File: src/rtl/frame_seq_pkg.sv
package frame_seq_pkg;

  typedef enum logic [1:0] {
    KIND_CALL_ABS = 2'd0,
    KIND_CALL_REG = 2'd1,
    KIND_RETURN   = 2'd2,
    KIND_TRAP     = 2'd3
  } reqKind_e;

  typedef enum logic [2:0] {
    ST_IDLE,
    ST_PUSH_RA,
    ST_PUSH_FP,
    ST_POP_FP,
    ST_POP_RA
  } seqState_e;

  // strobes from control to datapath
  typedef struct packed {
    logic latch;      // capture request operands
    logic stepDown;   // working pointer down one word
    logic takeFp;     // capture popped frame pointer, step up one word
    logic commit;     // update the result registers
    logic selFpData;  // write data is the saved frame pointer
    logic retMode;    // operation is a return
  } dpCtl_t;

endpackage

File: src/rtl/frame_seq_ctrl.sv
module frame_seq_ctrl
  import frame_seq_pkg::*;
(
  input  logic       clk,
  input  logic       rstN,
  input  logic       reqValid,
  input  logic [1:0] reqKind,
  input  logic       misaligned,
  input  logic       memReady,
  output logic       reqReady,
  output logic       memReq,
  output logic       memWe,
  output dpCtl_t     dpCtl,
  output logic       done,
  output logic       alignErr
);

  seqState_e state, stateNext;
  logic retLatched;
  logic alignNext;
  logic isReturnReq;

  assign isReturnReq = (reqKind == KIND_RETURN);
  assign reqReady    = (state == ST_IDLE);

  always_comb begin
    stateNext     = state;
    dpCtl         = '0;
    dpCtl.retMode = retLatched;
    memReq        = 1'b0;
    memWe         = 1'b0;
    alignNext     = 1'b0;
    unique case (state)
      ST_IDLE: begin
        if (reqValid) begin
          if (misaligned) begin
            alignNext = 1'b1;
          end else begin
            dpCtl.latch   = 1'b1;
            dpCtl.retMode = isReturnReq;
            stateNext     = isReturnReq ? ST_POP_FP : ST_PUSH_RA;
          end
        end
      end
      ST_PUSH_RA: begin
        memReq = 1'b1;
        memWe  = 1'b1;
        if (memReady) begin
          dpCtl.stepDown = 1'b1;
          stateNext      = ST_PUSH_FP;
        end
      end
      ST_PUSH_FP: begin
        memReq          = 1'b1;
        memWe           = 1'b1;
        dpCtl.selFpData = 1'b1;
        if (memReady) begin
          dpCtl.commit = 1'b1;
          stateNext    = ST_IDLE;
        end
      end
      ST_POP_FP: begin
        memReq = 1'b1;
        if (memReady) begin
          dpCtl.takeFp = 1'b1;
          stateNext    = ST_POP_RA;
        end
      end
      ST_POP_RA: begin
        memReq = 1'b1;
        if (memReady) begin
          dpCtl.commit = 1'b1;
          stateNext    = ST_IDLE;
        end
      end
      default: stateNext = ST_IDLE;
    endcase
  end

  always_ff @(posedge clk or negedge rstN) begin
    if (!rstN) begin
      state      <= ST_IDLE;
      retLatched <= 1'b0;
      done       <= 1'b0;
      alignErr   <= 1'b0;
    end else begin
      state    <= stateNext;
      done     <= dpCtl.commit;
      alignErr <= alignNext;
      if (dpCtl.latch) retLatched <= isReturnReq;
    end
  end

  // completion strobe lasts one cycle
  p_done_once_r9: assert property (@(posedge clk) disable iff (!rstN)
    done |=> !done);

  // no request is taken while memory traffic is pending
  p_busy_blocks_r6: assert property (@(posedge clk) disable iff (!rstN)
    memReq |-> !reqReady);

  // a refusal carries no traffic and no completion
  p_err_quiet_r7: assert property (@(posedge clk) disable iff (!rstN)
    alignErr |-> (!done && !memReq));

  // after completion the sequencer is idle
  p_idle_after_done_r10: assert property (@(posedge clk) disable iff (!rstN)
    done |-> (reqReady && !memReq));

endmodule

File: src/rtl/frame_seq_dp.sv
module frame_seq_dp
  import frame_seq_pkg::*;
#(
  parameter int ADDR_W    = 32,
  parameter int SHORT_LEN = 2,
  parameter int LONG_LEN  = 6
) (
  input  logic              clk,
  input  logic              rstN,
  input  dpCtl_t            dpCtl,
  input  logic [1:0]        reqKind,
  input  logic [ADDR_W-1:0] reqPc,
  input  logic [ADDR_W-1:0] reqTarget,
  input  logic [ADDR_W-1:0] reqSp,
  input  logic [ADDR_W-1:0] reqFp,
  input  logic [ADDR_W-1:0] memRdata,
  output logic              misaligned,
  output logic [ADDR_W-1:0] memAddr,
  output logic [ADDR_W-1:0] memWdata,
  output logic [ADDR_W-1:0] newPc,
  output logic [ADDR_W-1:0] newSp,
  output logic [ADDR_W-1:0] newFp
);

  localparam int WORD_BYTES = ADDR_W / 8;
  localparam int ALIGN_BITS = $clog2(WORD_BYTES);
  localparam logic [ADDR_W-1:0] ONE_WORD  = ADDR_W'(WORD_BYTES);
  localparam logic [ADDR_W-1:0] TWO_WORDS = ADDR_W'(2 * WORD_BYTES);
  localparam logic [ADDR_W-1:0] SHORT_INC = ADDR_W'(SHORT_LEN);
  localparam logic [ADDR_W-1:0] LONG_INC  = ADDR_W'(LONG_LEN);

  logic [ADDR_W-1:0] workSp;
  logic [ADDR_W-1:0] retAddr;
  logic [ADDR_W-1:0] jumpTo;
  logic [ADDR_W-1:0] keptFp;
  logic [ADDR_W-1:0] poppedFp;

  assign misaligned = (|reqSp[ALIGN_BITS-1:0]) | (|reqFp[ALIGN_BITS-1:0]);
  assign memAddr    = workSp;
  assign memWdata   = dpCtl.selFpData ? keptFp : retAddr;

  always_ff @(posedge clk or negedge rstN) begin
    if (!rstN) begin
      workSp   <= '0;
      retAddr  <= '0;
      jumpTo   <= '0;
      keptFp   <= '0;
      poppedFp <= '0;
      newPc    <= '0;
      newSp    <= '0;
      newFp    <= '0;
    end else begin
      if (dpCtl.latch) begin
        // entry skips the unused slot in the same step that aims at the return slot
        workSp  <= dpCtl.retMode ? reqFp : (reqSp - TWO_WORDS);
        retAddr <= reqPc + ((reqKind == KIND_CALL_REG) ? SHORT_INC : LONG_INC);
        jumpTo  <= reqTarget;
        keptFp  <= reqFp;
      end
      if (dpCtl.stepDown) workSp <= workSp - ONE_WORD;
      if (dpCtl.takeFp) begin
        poppedFp <= memRdata;
        workSp   <= workSp + ONE_WORD;
      end
      if (dpCtl.commit) begin
        if (dpCtl.retMode) begin
          newPc <= memRdata;
          newFp <= poppedFp;
          newSp <= workSp + TWO_WORDS;
        end else begin
          newPc <= jumpTo;
          newSp <= workSp;
          newFp <= workSp;
        end
      end
    end
  end

  // results move only on commit
  p_results_hold_r9: assert property (@(posedge clk) disable iff (!rstN)
    !dpCtl.commit |=> ($stable(newPc) && $stable(newSp) && $stable(newFp)));

endmodule

File: src/rtl/frame_seq.sv
module frame_seq
  import frame_seq_pkg::*;
#(
  parameter int ADDR_W    = 32,
  parameter int SHORT_LEN = 2,
  parameter int LONG_LEN  = 6
) (
  input  logic              clk,
  input  logic              rstN,
  input  logic              reqValid,
  input  logic [1:0]        reqKind,
  input  logic [ADDR_W-1:0] reqPc,
  input  logic [ADDR_W-1:0] reqTarget,
  input  logic [ADDR_W-1:0] reqSp,
  input  logic [ADDR_W-1:0] reqFp,
  output logic              reqReady,
  output logic              memReq,
  output logic              memWe,
  output logic [ADDR_W-1:0] memAddr,
  output logic [ADDR_W-1:0] memWdata,
  input  logic [ADDR_W-1:0] memRdata,
  input  logic              memReady,
  output logic              done,
  output logic              alignErr,
  output logic [ADDR_W-1:0] newPc,
  output logic [ADDR_W-1:0] newSp,
  output logic [ADDR_W-1:0] newFp
);

  localparam int ALIGN_BITS = $clog2(ADDR_W / 8);

  dpCtl_t dpCtl;
  logic   misaligned;

  frame_seq_ctrl u_ctrl (
    .clk        (clk),
    .rstN       (rstN),
    .reqValid   (reqValid),
    .reqKind    (reqKind),
    .misaligned (misaligned),
    .memReady   (memReady),
    .reqReady   (reqReady),
    .memReq     (memReq),
    .memWe      (memWe),
    .dpCtl      (dpCtl),
    .done       (done),
    .alignErr   (alignErr)
  );

  frame_seq_dp #(
    .ADDR_W    (ADDR_W),
    .SHORT_LEN (SHORT_LEN),
    .LONG_LEN  (LONG_LEN)
  ) u_dp (
    .clk        (clk),
    .rstN       (rstN),
    .dpCtl      (dpCtl),
    .reqKind    (reqKind),
    .reqPc      (reqPc),
    .reqTarget  (reqTarget),
    .reqSp      (reqSp),
    .reqFp      (reqFp),
    .memRdata   (memRdata),
    .misaligned (misaligned),
    .memAddr    (memAddr),
    .memWdata   (memWdata),
    .newPc      (newPc),
    .newSp      (newSp),
    .newFp      (newFp)
  );

  // a stalled access keeps its request unchanged
  p_hold_stall_r5: assert property (@(posedge clk) disable iff (!rstN)
    (memReq && !memReady) |=> (memReq && $stable(memWe) && $stable(memAddr) && $stable(memWdata)));

  // every presented address is word aligned
  p_addr_aligned_r7: assert property (@(posedge clk) disable iff (!rstN)
    memReq |-> (memAddr[ALIGN_BITS-1:0] == '0));

endmodule

File: config.mk
export PLATFORM = sky130hd
export DESIGN_NAME = frame_seq
export DESIGN_NICKNAME = d
export VERILOG_FILES = /design/src/rtl/frame_seq_pkg.sv /design/src/rtl/frame_seq_ctrl.sv /design/src/rtl/frame_seq_dp.sv /design/src/rtl/frame_seq.sv
export SDC_FILE = /design/constraint.sdc
export NUM_CORES = 1
export LEC_CHECK = 0
export ABC_AREA = 1
export BUFFER_PORTS_ARGS = -buffer_cell sky130_fd_sc_hd__buf_2
export CORE_ASPECT_RATIO = 2
export CORE_UTILIZATION = 30
export CTS_BUF_LIST = sky130_fd_sc_hd__clkbuf_8 sky130_fd_sc_hd__clkbuf_16
export CTS_CLUSTER_SIZE = 30
export DETAILED_ROUTE_END_ITERATION = 7
export PLACE_DENSITY = 0.57
export SKIP_CTS_REPAIR_TIMING = 1
export SLEW_MARGIN = 20
export SYNTH_ARGS = -nofsm -noshare
export SYNTH_HDL_FRONTEND = slang
export SYNTH_SLANG_ARGS = --single-unit
File: constraint.sdc
create_clock -name clk -period 1.87 [get_ports clk]
set_clock_uncertainty 0.05 [all_clocks]
set_input_delay 0.374 -clock clk [delete_from_list [all_inputs] [get_ports clk]]
set_output_delay 0.374 -clock clk [all_outputs]
set_load 0.05 [all_outputs]
==> summary.txt, run 1 <==
Status
  • Status: finished with violations
  • Failing checks: negative hold slack, negative setup slack

Floorplan
  • Die height: 322 um
  • Core Footprint: 0.0508 mm^2
  • Starting Density: 0.303
  • Top Ports: 331
  • Rows: 117
  • Die area: 0.0523 mm^2
  • Chip Width: 162 um

Clock tree
  • CTS Sinks: 262
  • Num CTS Buffers: 26
  • Reg clk slew, reported paths: 0.06 ns
  • Clock tree buffer depth: 3
  • CTS tree: yes
  • Clk Latency, worst-skew pair: 0.59 ns
  • H-tree Lvls: 1
  • Root Driver: clkbuf_16

STA
  • Final min period: 2.34 ns
  • Worst-Margin Slew: 0.504 ns
  • Hold_ws: -0.0236 ns
  • RSZ-0062 raised after global routing: yes
  • Final Cycle Share: 1.25
  • Fmax: 0.427 GHz
  • Final setup fails: 244
  • Slew Viols, Final: 0
  • Final Hold Fails: 7
  • Max_slew headroom: 0.664
  • Final setup margin: -0.470 ns

GRT
  • Initial antenna violation count: 3
  • Most used routing layer: met2
  • Gr ovfl total: 0
  • Tot GR Track Use: 0.282
  • M2 GR Usage: 0.533
  • Vias in the first global route: 17550
  • Met3 usage: 0.0351
  • Grt met1 use: 0.277
  • Largest net degree at the start of global routing: 64
  • First-pass GRT wire length: 108 mm

Place
  • GPL Wtd Cong: 1.02
  • Port Buffer Count: 330
  • DP HPWL: 60.0 mm
  • Cells after DPL: 3437
  • Dpl cell area: 0.0205 mm^2

Route
  • Vias per inst: 5.06
  • DR iter-0 viols: 1267
  • Avg WL per Cell: 22.2 um
  • Remaining antenna violation count after routing: 0
  • DR pass1 iterations: 8
  • Via count: 18350
  • DRC: 0
  • DRT Wirelength: 80.6 mm

Synth
  • Cells after Synth: 2237
  • Mapped Area: 0.0154 mm^2
  • Ys Warns: 0
  • Main synth FF type: dfrtp_1
  • #FFs+latches synth: 262
  • FFs w/ async S/R, synth: 1.00
  • Register area share after synthesis: 0.426
  • Area leader, netlist: dfrtp_1
  • Largest cells by area after synthesis: dfrtp_1, nand2_1, nor2_1, o21ai_0, inv_1
  • Avg Inst Size Synth: 6.88 um^2
  • Syn_nets: 2411
  • Synth cell types: 43
  • Post-synth EDFFs: 0
  • Share of the synthesized area in the top cell type: 0.426

Worst hold path
  • Class of the worst hold path: in2reg

Cells and area
  • Layout Nets: 3129
  • Most common cell after layout, fill and taps aside: nand2_1
  • Final core occ: 0.496
  • Final instance area: 0.0252 mm^2
  • Most frequent cells in the layout: nand2_1, buf_4, buf_2
  • Share of cells above drive strength 1: 0.392
  • Non-Filler Instances: 3627
  • P&R area growth vs syn: 63.8%

Setup path
  • Crit end category: output port
  • Worst setup SP type: flip-flop
  • Crit-path max FO: 6
  • Slowest-stage cell, CP: dfrtp_1
  • CP peak stage delay: 0.42 ns
  • Worst EP required: 1.45 ns
  • Critical path, cell by cell: nor2_4, nand2_4, inv_6, buf_12, clkbuf_16, nand2_1, nand2_2, buf_12
  • CP Class: reg2out
  • Most numerous cell on the critical path: buf_12
  • Critical Path AT: 1.92 ns

Job
  • Max-Cap Viols: 0

Power
  • Max VDD drop: 1290 uV
  • PD cells: 1730 mW/mm^2
  • Total power: 43500 uW
  • P_leak: 0.0125 uW
## through the flow
| step | TNS [ns] | setup WS, ns | hold WS, ns |
|---|---|---|---|
| final | -64.12 | -0.470 | -0.0236 |
| after global routing | -83.16 | -0.524 | 0.000470 |
| after CTS | -33.58 | -0.573 | -0.339 |
| after detailed placement | -24.33 | -0.506 | 0.288 |
| after global placement | -23.83 | -0.532 | 0.282 |
| after floorplan | -1.09 | -0.144 | 0.0284 |
## logic make-up after synthesis
group	Yosys count	share of synthesized area
AND/OR/NAND/NOR	1321	0.346
XOR/XNOR	74	0.0421
buffers and inverters	271	0.0747
flip-flops	262	0.426
AO/OA/AOI/OAI	301	0.104
adder cells (fa/ha/maj)	8	0.00699
## metal layers
metal,part of all wire,vias to the layer above
met2,0.55,758
met1,0.33,8793
met3,0.047,277
met4,0.082,2
li1,-,8520
met5,0.00016,-
## sequential cells by signal, indices dropped and copies added, names as in the netlist, 3 cells and up
| signal | count |
|---|---|
| u_ctrl.state | 3 |
| u_dp.newSp | 32 |
| u_dp.newFp | 32 |
| u_dp.keptFp | 32 |
| u_dp.retAddr | 32 |
| u_dp.memAddr | 32 |
| u_dp.poppedFp | 32 |
| u_dp.jumpTo | 32 |
| u_dp.newPc | 32 |
## power by group
group          leakage (uW)  internal, uW  switching, uW
Combinational       0.00882         10000          16900
Clock              0.000442          3160           2500
Sequential          0.00322          8390           2530
## worst paths after layout
kind | start | end | slack (ns) | cells after the start
setup / recovery | u_ctrl.state[0] | memWdata[17] | -0.47 | 8
hold / removal | reqTarget[14] | u_dp.jumpTo[14] | -0.02 | 3
setup reg to reg | u_ctrl.state[0] | u_dp.memAddr[30] | -0.43 | 16
hold reg to reg | u_dp.jumpTo[6] | u_dp.jumpTo[6] | 0.42 | 2
max in group asynchronous | rstN | u_dp.jumpTo[10] | 0.74 | 3
min in group asynchronous | rstN | u_dp.memAddr[22] | 0.25 | 2
## cell type report
class	count	area [um^2]
Fill cell	4989	25600
Clock inverter	17	196
Timing Repair inverter	1	20.0
Clock buffer	28	678
Antenna cell	1	2.50
Tap cell	654	818
Sequential cell	262	6600
Inverter	161	656
Multi-Input combinational cell	1704	9100
Timing Repair Buffer	799	7130
## synth_stat cells (19+ instances only)
cell / n
nand2_1: 862
nor2_1: 286
dfrtp_1: 262
o21ai_0: 153
inv_1: 152
nand3_1: 93
o21ai_1: 58
xor2_1: 55
buf_2: 53
clkbuf_1: 41
a21oi_1: 40
a31oi_1: 33
nand4_1: 24
nor3_1: 22
xnor2_1: 19
## worst max-delay path: cells and delay by family, from the launching register on
kind                   cells  cell delay (ns)
buffers and inverters      4             0.50
DFF                        1             0.42
and+or+nand+nor            4             0.41
Power figures use the tool's default switching activity.
==> run 2: changes to the inputs <==
--- a/config.mk
+++ b/config.mk
@@ -13,7 +13,6 @@
 export CTS_CLUSTER_SIZE = 30
 export DETAILED_ROUTE_END_ITERATION = 7
 export PLACE_DENSITY = 0.57
-export SKIP_CTS_REPAIR_TIMING = 1
 export SLEW_MARGIN = 20
 export SYNTH_ARGS = -nofsm -noshare
 export SYNTH_HDL_FRONTEND = slang
==> constraint.sdc (replaced) <==
create_clock -name clk -period 1.87 [get_ports clk]
set_clock_uncertainty 0.05 [all_clocks]
set_input_delay 0.374 -clock clk [delete_from_list [all_inputs] [get_ports clk]]
set_output_delay 0.374 -clock clk [all_outputs]
set_load 0.02 [all_outputs]
==> run 2 against run 1 <==
The flow finishes with violations (negative setup slack). Non-clock buffer count increased by 13. Sequential share of layout area increased by 0.17 points. Largest power group unchanged. Combinational power decreased by 18%. Maximum frequency increased by 1.9%. Via count decreased by 0.56%. Largest cell class unchanged.
==> summary.txt, run 2 (same netlist as run 1, synthesis figures left out) <==
Place
  • GPL Wtd Cong: 0.974 (-4.8%)
  • Dpl cell area: 0.0200 mm^2 (-2.5%)
  • DP HPWL: 58.7 mm (-2.2%)
  • Port Buffer Count: 330 (unchanged)

Route
  • DRC: 0 (unchanged)
  • Vias per inst: 5.01 (-0.97%)
  • DRT Wirelength: 78.5 mm (-2.6%)
  • DR pass1 iterations: 5 (-3)
  • Remaining antenna violation count after routing: 0 (unchanged)
  • Avg WL per Cell: 21.6 um (-3.0%)
  • DR iter-0 viols: 1293 (+2.1%)
  • Via count: 18247 (-0.56%)

GRT
  • Vias in the first global route: 18382 (+4.7%)
  • First-pass GRT wire length: 112 mm (+3.8%)
  • Tot GR Track Use: 0.293 (+0.0108)
  • Gr ovfl total: 0 (unchanged)
  • Initial antenna violation count: 0 (-3)
  • Largest net degree at the start of global routing: 64 (unchanged)

Floorplan
  • Core Footprint: 0.0508 mm^2 (unchanged)
  • Starting Density: 0.303 (unchanged)
  • Chip Width: 162 um (unchanged)
  • Top Ports: 331 (unchanged)
  • Die height: 322 um (unchanged)
  • Die area: 0.0523 mm^2 (unchanged)
  • Rows: 117 (unchanged)

STA
  • Max_slew headroom: 0.691 (+0.0269)
  • Final Hold Fails: 0 (-7)
  • TNS Setup: -47.12 ns (+17.01 ns)
  • Fmax: 0.435 GHz (+1.9%)
  • Final Cycle Share: 1.23 (-0.0232)
  • Final min period: 2.30 ns (-0.0434 ns)
  • RSZ-0062 raised after global routing: yes
  • Final setup fails: 208 (-15%)
  • Slew Viols, Final: 0 (unchanged)
  • Final setup margin: -0.427 ns (+0.0434 ns)
  • Worst-Margin Slew: 0.461 ns (-0.0424 ns)
  • Hold_ws: 0.0147 ns (+0.0383 ns)

Status
  • Failing checks: negative setup slack
  • Status: finished with violations

Setup path
  • Reg2Reg Setup Slack: -0.34 ns (+0.09 ns)
  • Critical Path AT: 1.87 ns (-0.05 ns)
  • Crit end category: output port
  • CP Class: reg2out
  • Crit-path max FO: 8 (+2)
  • Worst setup SP type: flip-flop
  • Worst EP required: 1.45 ns (about the same)
  • Worst Reg2Reg Path Length in Cells: 12 (-4)

Cells and area
  • Most common cell after layout, fill and taps aside: nand2_1
  • Final instance area: 0.0250 mm^2 (-0.90%)
  • P&R area growth vs syn: 62.3%
  • Most frequent cells in the layout: nand2_1, buf_2, buf_4
  • Layout Nets: 3141 (+0.38%)
  • Share of cells above drive strength 1: 0.371 (-0.0207)

Clock tree
  • Clk Latency, worst-skew pair: 0.60 ns (about the same)
  • H-tree Lvls: 1 (unchanged)
  • Reg clk slew, reported paths: 0.07 ns (about the same)
  • CTS tree: yes
  • CTS Sinks: 262 (unchanged)
  • Clock tree buffer depth: 3 (unchanged)
  • Root Driver: clkbuf_16
  • Num CTS Buffers: 26 (unchanged)

Power
  • Max VDD drop: 930 uV (-28%)
  • PD cells: 1540 mW/mm^2 (-11%)
  • Total power: 38500 uW (-12%)
  • P_leak: 0.0125 uW (about the same)

Worst hold path
  • Hold Path Depth: 3 (unchanged)
  • Class of the worst hold path: in2reg

Job
  • Max-Cap Viols: 0 (unchanged)
[run 2: changes by cell type in the layout (fill, tap and decap cells not counted), sizes merged]
cell         previous run  this run
clkinv                  6         8
bufinv                  4         3
clkbuf                 58        45
clkinvlp                3         4
dlygate4sd3            42        75
buf                   727       723
inv                   166       163
[run 2: layout make-up]
class	instances	area (um^2)
diodes	1	2.50
repair buffers	812	6970
inverters	161	638
clock inverters	17	193
fillers	5014	25800
multi-input cells	1704	9050
well taps	654	818
clock buffers	31	719
flip-flops and latches	262	6580
[run 2: through the flow]
| stage | worst slack [ns] | utilization | instances |
|---|---|---|---|
| 2_1_floorplan | -0.00842 | - | 2237 |
| 3_3_place_gp | -0.395 | 0.393 | 3423 |
| 3_5_place_dp | -0.382 | 0.393 | 3423 |
| 4_1_cts | -0.407 | 0.461 | 3613 |
| 5_1_grt | -0.497 | 0.492 | 3641 |
| 6_report | -0.427 | 0.492 | 3642 |
[run 2: timing repair]
| item | in CTS | in global routing |
|---|---|---|
| endpoints found under the setup margin | 223 | 283 |
| pin swaps | 37 | 129 |
| hold buffers | 75 | 0 |
| hold endpoints to repair | 114 | 0 |
| resized for setup | 290 | 344 |
| buffers inserted | 53 | 23 |
| cloned | 16 | 15 |
[run 2: report_power, final]
part | total [uW] | switching, uW | internal (uW)
clock | 5700 | 2520 | 3180
sequential | 10600 | 2200 | 8360
combinational | 22200 | 12900 | 9330
total | 38500 | 17600 | 20900
[run 2: path summary, 6_finish.rpt]
path                                     to             from
setup / recovery               memWdata[31]  u_ctrl.state[2]
hold / removal              u_dp.keptFp[30]        reqFp[30]
setup reg to reg             u_dp.newFp[10]  u_ctrl.state[2]
hold reg to reg             u_dp.jumpTo[28]  u_dp.jumpTo[28]
max in group asynchronous   u_dp.keptFp[20]             rstN
min in group asynchronous  u_dp.memAddr[30]             rstN
[run 2: layer usage]
layer / vias to the layer above / part of all wire / GRT usage
li1: 8560 / - / -
met1: 8690 / 0.34 / 0.296
met2: 724 / 0.52 / 0.534
met3: 273 / 0.046 / 0.0345
met4: 0 / 0.094 / 0.238
met5: - / 0 / 0
[run 2: worst max-delay path, cell delays in order (launching register included)]
cell     delay (ns)
dfrtp_1        0.41
nor2_4         0.17
nand2_4        0.10
inv_8          0.11
buf_6          0.13
nand2_1        0.05
o21ai_0        0.11
buf_4          0.20
